### config.mk
export PLATFORM = sky130hd
export DESIGN_NAME = mdec_decoder
export DESIGN_NICKNAME = d
export VERILOG_FILES = /design/src/rtl/mdec_pkg.sv /design/src/rtl/mdec_front.sv /design/src/rtl/mdec_dpll.sv /design/src/rtl/mdec_pattern.sv /design/src/rtl/mdec_decoder.sv
export SDC_FILE = /design/constraint.sdc
export NUM_CORES = 1
export LEC_CHECK = 0
export ABC_AREA = 1
export ABC_CLOCK_PERIOD_IN_PS = 5000
export BUFFER_PORTS_ARGS = -buffer_cell sky130_fd_sc_hd__buf_2
export CAP_MARGIN = 20
export CORE_AREA = 2 2 52 54
export DETAILED_ROUTE_END_ITERATION = 8
export DIE_AREA = 0 0 54 56
export PLACE_DENSITY = 0.77
export SLEW_MARGIN = 20
export SYNTH_ARGS = -nofsm -noshare
export SYNTH_HDL_FRONTEND = slang
export SYNTH_HIERARCHICAL = 1
export SYNTH_SLANG_ARGS = --single-unit
### constraint.sdc
create_clock -name clk_i -period 5 [get_ports clk_i]
set_clock_uncertainty 0.2 [all_clocks]
set_input_delay 0.5 -clock clk_i [delete_from_list [all_inputs] [get_ports clk_i]]
set_output_delay 0.5 -clock clk_i [all_outputs]
set_load 0.005 [all_outputs]
### src/rtl/mdec_pkg.sv
package mdec_pkg;
  localparam int unsigned SYNC_LEN = 6;  // half-bits in a sync pattern
  localparam logic [SYNC_LEN-1:0] CMD_SYNC  = 6'b111000;
  localparam logic [SYNC_LEN-1:0] DATA_SYNC = 6'b000111;
  localparam logic [SYNC_LEN-2:0] SHIFT_INIT = 5'b01010;  // cannot complete a sync
endpackage

### src/rtl/mdec_front.sv
module mdec_front #(
  parameter int unsigned SYNC_STAGES = 2
) (
  input  logic clk_i,
  input  logic rst_ni,
  input  logic bzi_i,
  input  logic boi_i,
  input  logic udi_i,
  output logic line_o,
  output logic edge_o
);
  logic                   raw;
  logic [SYNC_STAGES-1:0] sync_q;
  logic                   line_q;

  // parked rails contribute nothing in either input style
  assign raw = udi_i | (boi_i & ~bzi_i);

  always_ff @(posedge clk_i or negedge rst_ni) begin
    if (!rst_ni) begin
      sync_q <= '0;
      line_q <= 1'b0;
    end else begin
      sync_q <= {sync_q[SYNC_STAGES-2:0], raw};
      line_q <= sync_q[SYNC_STAGES-1];
    end
  end

  assign line_o = sync_q[SYNC_STAGES-1];
  assign edge_o = line_o ^ line_q;
endmodule

### src/rtl/mdec_dpll.sv
module mdec_dpll #(
  parameter int unsigned OSR = 16
) (
  input  logic clk_i,
  input  logic rst_ni,
  input  logic edge_i,
  output logic strobe_o
);
  localparam int unsigned HALF = OSR / 2;
  localparam int unsigned PW   = (HALF > 2) ? $clog2(HALF) : 1;
  localparam logic [PW-1:0] LAST = PW'(HALF - 1);
  localparam logic [PW-1:0] MID  = PW'(HALF / 2);

  logic [PW-1:0] phase_q;

  always_ff @(posedge clk_i or negedge rst_ni) begin
    if (!rst_ni)          phase_q <= '0;
    else if (edge_i)      phase_q <= PW'(1);
    else if (phase_q == LAST) phase_q <= '0;
    else                  phase_q <= phase_q + PW'(1);
  end

  assign strobe_o = (phase_q == MID);

  if (HALF > 2) begin : g_chk
    assert_strobe_gap_R4: assert property (@(posedge clk_i) disable iff (!rst_ni)
      strobe_o |=> !strobe_o);
  end
endmodule

### src/rtl/mdec_pattern.sv
module mdec_pattern import mdec_pkg::*; #(
  parameter int unsigned VALID_BITS = 2
) (
  input  logic clk_i,
  input  logic rst_ni,
  input  logic strobe_i,
  input  logic line_i,
  output logic sdo_o,
  output logic dclk_o,
  output logic valid_o,
  output logic cmd_o,
  output logic rbit_zero_o
);
  localparam int unsigned GW  = $clog2(VALID_BITS + 1);
  localparam int unsigned EVW = $clog2(SYNC_LEN);
  localparam logic [EVW-1:0] EV_RELOAD = EVW'(SYNC_LEN - 1);

  logic [SYNC_LEN-2:0] sh_q;
  logic [SYNC_LEN-1:0] win;
  logic [EVW-1:0]      ev_q;
  logic [GW-1:0]       good_q;
  logic locked_q, dclk_q, sdo_q, valid_q, cmd_q, first_q, rbz_q;
  logic is_cmd, is_dat;

  assign win    = {sh_q, line_i};
  assign is_cmd = (win == CMD_SYNC);
  assign is_dat = (win == DATA_SYNC);

  always_ff @(posedge clk_i or negedge rst_ni) begin
    if (!rst_ni) begin
      sh_q     <= SHIFT_INIT;
      ev_q     <= '0;
      good_q   <= '0;
      locked_q <= 1'b0;
      dclk_q   <= 1'b0;
      sdo_q    <= 1'b0;
      valid_q  <= 1'b0;
      cmd_q    <= 1'b0;
      first_q  <= 1'b0;
      rbz_q    <= 1'b0;
    end else begin
      rbz_q <= 1'b0;
      if (strobe_i) begin
        sh_q   <= win[SYNC_LEN-2:0];
        dclk_q <= 1'b0;
        if (is_cmd || is_dat) begin
          // sync wins over any pending cell decision
          locked_q <= 1'b1;
          ev_q     <= EV_RELOAD;
          cmd_q    <= is_cmd;
          first_q  <= 1'b1;
          good_q   <= '0;
        end else if (locked_q) begin
          if (ev_q != '0) begin
            ev_q <= ev_q - EVW'(1);
          end else begin
            ev_q <= EVW'(1);
            // cell sits in the oldest two window slots
            if (win[SYNC_LEN-1] != win[SYNC_LEN-2]) begin
              dclk_q  <= 1'b1;
              sdo_q   <= win[SYNC_LEN-1];
              first_q <= 1'b0;
              rbz_q   <= first_q & ~win[SYNC_LEN-1];
              if (good_q != GW'(VALID_BITS)) good_q <= good_q + GW'(1);
              if (good_q >= GW'(VALID_BITS - 1)) valid_q <= 1'b1;
            end else begin
              locked_q <= 1'b0;
              valid_q  <= 1'b0;
              sdo_q    <= 1'b0;
              good_q   <= '0;
              first_q  <= 1'b0;
            end
          end
        end
      end
    end
  end

  assign sdo_o       = sdo_q;
  assign dclk_o      = dclk_q;
  assign valid_o     = valid_q;
  assign cmd_o       = cmd_q;
  assign rbit_zero_o = rbz_q;

  assert_valid_locked_R6: assert property (@(posedge clk_i) disable iff (!rst_ni)
    valid_q |-> locked_q);
  assert_valid_rise_R6: assert property (@(posedge clk_i) disable iff (!rst_ni)
    $rose(valid_q) |-> $rose(dclk_q));
  assert_violation_clears_R5: assert property (@(posedge clk_i) disable iff (!rst_ni)
    $fell(locked_q) |-> (!valid_q && !sdo_q && !dclk_q));
  assert_dclk_half_R2: assert property (@(posedge clk_i) disable iff (!rst_ni)
    (dclk_q && strobe_i) |=> !dclk_q);
  assert_dclk_hold_R2: assert property (@(posedge clk_i) disable iff (!rst_ni)
    (dclk_q && !strobe_i) |=> dclk_q);
endmodule

### src/rtl/mdec_decoder.sv
module mdec_decoder #(
  parameter int unsigned OSR         = 16,
  parameter int unsigned SYNC_STAGES = 2,
  parameter int unsigned VALID_BITS  = 2
) (
  input  logic clk_i,
  input  logic rst_ni,
  input  logic repeater_i,
  input  logic bzi_i,
  input  logic boi_i,
  input  logic udi_i,
  output logic sdo_o,
  output logic dclk_o,
  output logic valid_o,
  output logic sync_cmd_o,
  output logic srst_o
);
  logic line, edge_s, strobe, cmd, rbit_zero;
  logic srst_q;

  mdec_front #(.SYNC_STAGES(SYNC_STAGES)) u_front (
    .clk_i, .rst_ni, .bzi_i, .boi_i, .udi_i,
    .line_o(line), .edge_o(edge_s)
  );

  mdec_dpll #(.OSR(OSR)) u_dpll (
    .clk_i, .rst_ni, .edge_i(edge_s), .strobe_o(strobe)
  );

  mdec_pattern #(.VALID_BITS(VALID_BITS)) u_pattern (
    .clk_i, .rst_ni, .strobe_i(strobe), .line_i(line),
    .sdo_o, .dclk_o, .valid_o, .cmd_o(cmd), .rbit_zero_o(rbit_zero)
  );

  always_ff @(posedge clk_i or negedge rst_ni) begin
    if (!rst_ni)        srst_q <= 1'b0;
    else if (rbit_zero) srst_q <= 1'b1;
  end

  assign srst_o     = repeater_i ? srst_q : rst_ni;
  assign sync_cmd_o = repeater_i & cmd;

  assert_srst_release_R10: assert property (@(posedge clk_i) disable iff (!rst_ni)
    $rose(srst_q) |-> $past(rbit_zero));
endmodule

==> flow_results.org <==
** Clock tree
- Insertion delay to the later sink of the worst-skew pair :: 0.31 ns
- Post-CTS repair changed the size of 0 cells.
- Clock tree synthesis selected as its root buffer the cell sky130_fd_sc_hd__clkbuf_4.
- Count of buffers added by post-CTS timing repair for setup :: 0
- Htree depth :: 1
- For this design, the sink count on the clock tree is 24.
- TritonCTS Buffers :: 3
- The number of hold buffers added after CTS was 1.
- Clock transition at path regs :: 0.13 ns
- TritonCTS clock tree :: yes
- The clock passes through at most 2 buffers.

** Yosys
- By area the synthesized netlist is led by sky130_fd_sc_hd__dfrtp_1 (46%), sky130_fd_sc_hd__nand2_1 (13%), sky130_fd_sc_hd__ha_1 (8.4%), sky130_fd_sc_hd__inv_1 (7.2%), sky130_fd_sc_hd__dfstp_2 (4.4%).
- During synthesis, Yosys emitted a total of 6 warnings.
- After synthesis, the largest area contributor takes up 46.0% of total cell area.
- Cells after synthesis :: 139
- Average cell area after synthesis :: 8.61 µm²
- Summing every instance area after synthesis gives 1200 µm².
- Net count after synthesis :: 153
- Yosys reg bits :: 24
- Summing the sequential cell areas from Yosys gives 50.4% of the chip area.
- Unique cell type count in the Yosys netlist :: 22
- Cell taking the most area after synthesis :: sky130_fd_sc_hd__dfrtp_1

** Detailed routing
- Wires add up to 2110 µm.
- Count of TritonRoute iterations in the first routing pass :: 6
- Number of nets with antenna violations after detailed routing :: 0
- Drt first-iter violations :: 20
- In the routed design, unresolved DRC markers number 0.
- Using the TritonRoute via totals, the vias-per-cell ratio works out to 4.95.
- Number of vias in the routed layout :: 906
- After detailed routing, the average wire length per cell comes to 11.5 µm.

** Place
- Detailed placement finished with a half-perimeter wire length of 1570 µm.
- The count of buffers added on input and output ports is 10.
- OpenSTA, run right after detailed placement, puts the worst setup slack at 3.06 ns.
- Gp weighted congestion :: 0.777

** Global routing
- The first global-routing pass estimated 3750 µm of wire.
- Global routing used 16.5% of the available tracks across all layers.
- Maximum number of pins on one net before global-route repair :: 26
- Number of global-route vias before repair :: 965
- Global routing finished with a remaining overflow of 0.
- The initial antenna violation count came to 0.

** Power
- Maximum resistive drop on vdd :: 0.209 mV
- For this design the static power due to leakage is 0.000764 µW.
- Dividing total power by cell area gives a power density of 404 nW/µm².

** Hold path
- Endpoint of the worst hold-timing path :: u_front/sync_q[0]
- Number of instances on the worst hold path :: 3
- In this run the most critical hold path is launched from udi_i.
- In this run the worst hold path is classified as primary input to flip-flop.

** STA
- The routed design could run at a clock period as short as 2.43 ns.
- For this run, the top clock speed supported by timing is 411 MHz.
- Setup tns final :: 0 ns
- Setup ws final :: 2.57 ns
- Number of hold violations in the final report :: 0
- Setup repair after global routing left no endpoint under its margin.
- Number of max-slew violations in the final report :: 0
- For the pin with the worst max-slew slack, the measured transition is 0.524 ns.
- Headroom to the max-slew limit came out at 65.0%.
- Part of the cycle the worst path needs :: 48.7%
- Setup violations remaining at the end of the flow were counted as 0.

** Floorplan
- The floorplan step set the die width to 54 µm.
- Die outline area :: 3020 µm²
- Floorplan die height :: 56 µm
- Site Rows :: 18
- For this design the top-level I/O count stands at 11.
- Area of the core region :: 2430 µm²
- Once the floorplan was initialized, standard cells occupied 49.2% of the core.

** Worst setup path
- Data on the critical path is required at its endpoint by 4.30 ns.
- The worst setup path is of the primary input to output pin kind.
- STA classifies the critical path startpoint as a primary input.
- Critical path arrival :: 1.73 ns
- The worst register-to-register path has a depth of 9.
- In this run the critical register-to-register path is launched from u_dpll/phase_q[0].
- The setup check on the worst reg-to-reg path leaves a slack of 3.11 ns.
- The endpoint identified for the worst register-to-register timing path is u_pattern/valid_o.
- Worst-path fanout max :: 25
- Critical path endpoint category :: output pin

** Cells and area
- The library cell used most frequently in the layout, excluding fill and tap cells, is sky130_fd_sc_hd__nand2_1.
- In the final layout, flip-flops and latches occupy 603 µm².
- Area used by multi-input combinational logic :: 490 µm²
- The layout has 209 filler cells.
- Antenna cell count :: 0
- Of the cells placed in the final design, the portion with a size suffix greater than 1 is 19.6%.
- Area Overhead vs Synth :: 12.1%
- Post-layout nets :: 168
- The library cells used most frequently in the layout, excluding fill and tap cells, are sky130_fd_sc_hd__nand2_1 (42), sky130_fd_sc_hd__inv_1 (23), sky130_fd_sc_hd__dfrtp_1 (22).

** Run status
- Result of the run :: finished clean

** Flow run
- Max-cap violations in this run came to 0.
==> cells by family (layout without fill, tap and decap cells) <==
group	after synthesis	after routing	synth area share, %
AOI/OAI and AO/OA	12	12	5.75
adders and majority gates	8	8	8.37
buffers and inverters	27	41	8.58
DFF	24	24	50.4
and+or+nand+nor	68	68	26.9
==> critical path, cell delays in order <==
cell                            delay, ns
sky130_fd_sc_hd__dlygate4sd3_1       0.52
sky130_fd_sc_hd__buf_2               0.45
sky130_fd_sc_hd__nand2_1             0.10
sky130_fd_sc_hd__nand2_1             0.06
sky130_fd_sc_hd__buf_2               0.10
==> per-stage QoR <==
step,power [µW],cells,hold WS [ns],cell area [µm²],util (%)
floorplan,363,139,0.00441,1200,-
finish,541,183,0.163,1340,55.1
global placement,390,178,0.134,1280,52.6
detailed placement,403,178,0.135,1280,52.6
CTS,544,183,0.150,1340,55.1
global route,581,183,0.137,1340,55.1
==> synthesized netlist by cell type <==
| cell | n |
|---|---|
| sky130_fd_sc_hd__ha_1 | 8 |
| sky130_fd_sc_hd__nor2_1 | 8 |
| sky130_fd_sc_hd__nand2_4 | 3 |
| sky130_fd_sc_hd__nand2_2 | 3 |
| sky130_fd_sc_hd__nand3_1 | 6 |
| sky130_fd_sc_hd__inv_1 | 23 |
| sky130_fd_sc_hd__buf_2 | 1 |
| sky130_fd_sc_hd__inv_2 | 3 |
| sky130_fd_sc_hd__o21ai_2 | 1 |
| sky130_fd_sc_hd__a21oi_1 | 1 |
| sky130_fd_sc_hd__nor2_4 | 1 |
| sky130_fd_sc_hd__o21ai_0 | 8 |
| sky130_fd_sc_hd__nand3b_1 | 1 |
| sky130_fd_sc_hd__dfrtp_1 | 22 |
| sky130_fd_sc_hd__nand3_2 | 1 |
| sky130_fd_sc_hd__nor3_2 | 1 |
| sky130_fd_sc_hd__o31ai_1 | 1 |
| sky130_fd_sc_hd__or2_1 | 1 |
| sky130_fd_sc_hd__a21o_1 | 1 |
| sky130_fd_sc_hd__dfstp_2 | 2 |
| sky130_fd_sc_hd__nand2_1 | 42 |
| sky130_fd_sc_hd__nor2_2 | 1 |
==> metal layers <==
| layer | vias to the layer above | track usage [%] | wire, µm |
|---|---|---|---|
| li1 | 447 | - | - |
| met1 | 434 | 16.2 | 869 |
| met2 | 19 | 28.9 | 1130 |
| met3 | 6 | 3.49 | 59 |
| met4 | 0 | 11.8 | 51 |
| met5 | - | 0 | 0 |
==> power breakdown <==
part           internal [µW]  total, µW  switching [µW]
clock network           81.0        139            58.4
logic                   46.8        141            93.8
registers                234        261            27.6
total                    362        541             180
==> cell type report <==
cell class                 instances  area share [%]
sequential                        24            45.0
timing repair buffer              11            4.48
inverter                          26            7.28
clock buffer                       3            1.68
tap                               30            2.80
multi-input combinational         88            36.6
clock inverter                     1            2.24
==> flip-flops by register name (all words and copies together) (netlist names) <==
signal / count
u_pattern/sh_q: 5
u_dpll/phase_q: 3
u_pattern/ev_q: 3
u_front/sync_q: 2
u_pattern/good_q: 2
srst_q: 1
u_front/line_q: 1
u_pattern/cmd_o: 1
u_pattern/dclk_o: 1
u_pattern/first_q: 1
u_pattern/locked_q: 1
u_pattern/rbit_zero_o: 1
u_pattern/sdo_o: 1
u_pattern/valid_o: 1
==> worst max path at each step <==
stage                      start                end  slack (ns)
4_1_cts                   rst_ni             srst_o        2.53
5_1_grt                   rst_ni             srst_o        2.37
3_3_place_gp              rst_ni             srst_o        3.08
3_5_place_dp              rst_ni             srst_o        3.06
2_1_floorplan  u_pattern/sh_q[3]  u_pattern/ev_q[0]        3.38
6_report                  rst_ni             srst_o        2.57
(Power assumes the default switching activity.)
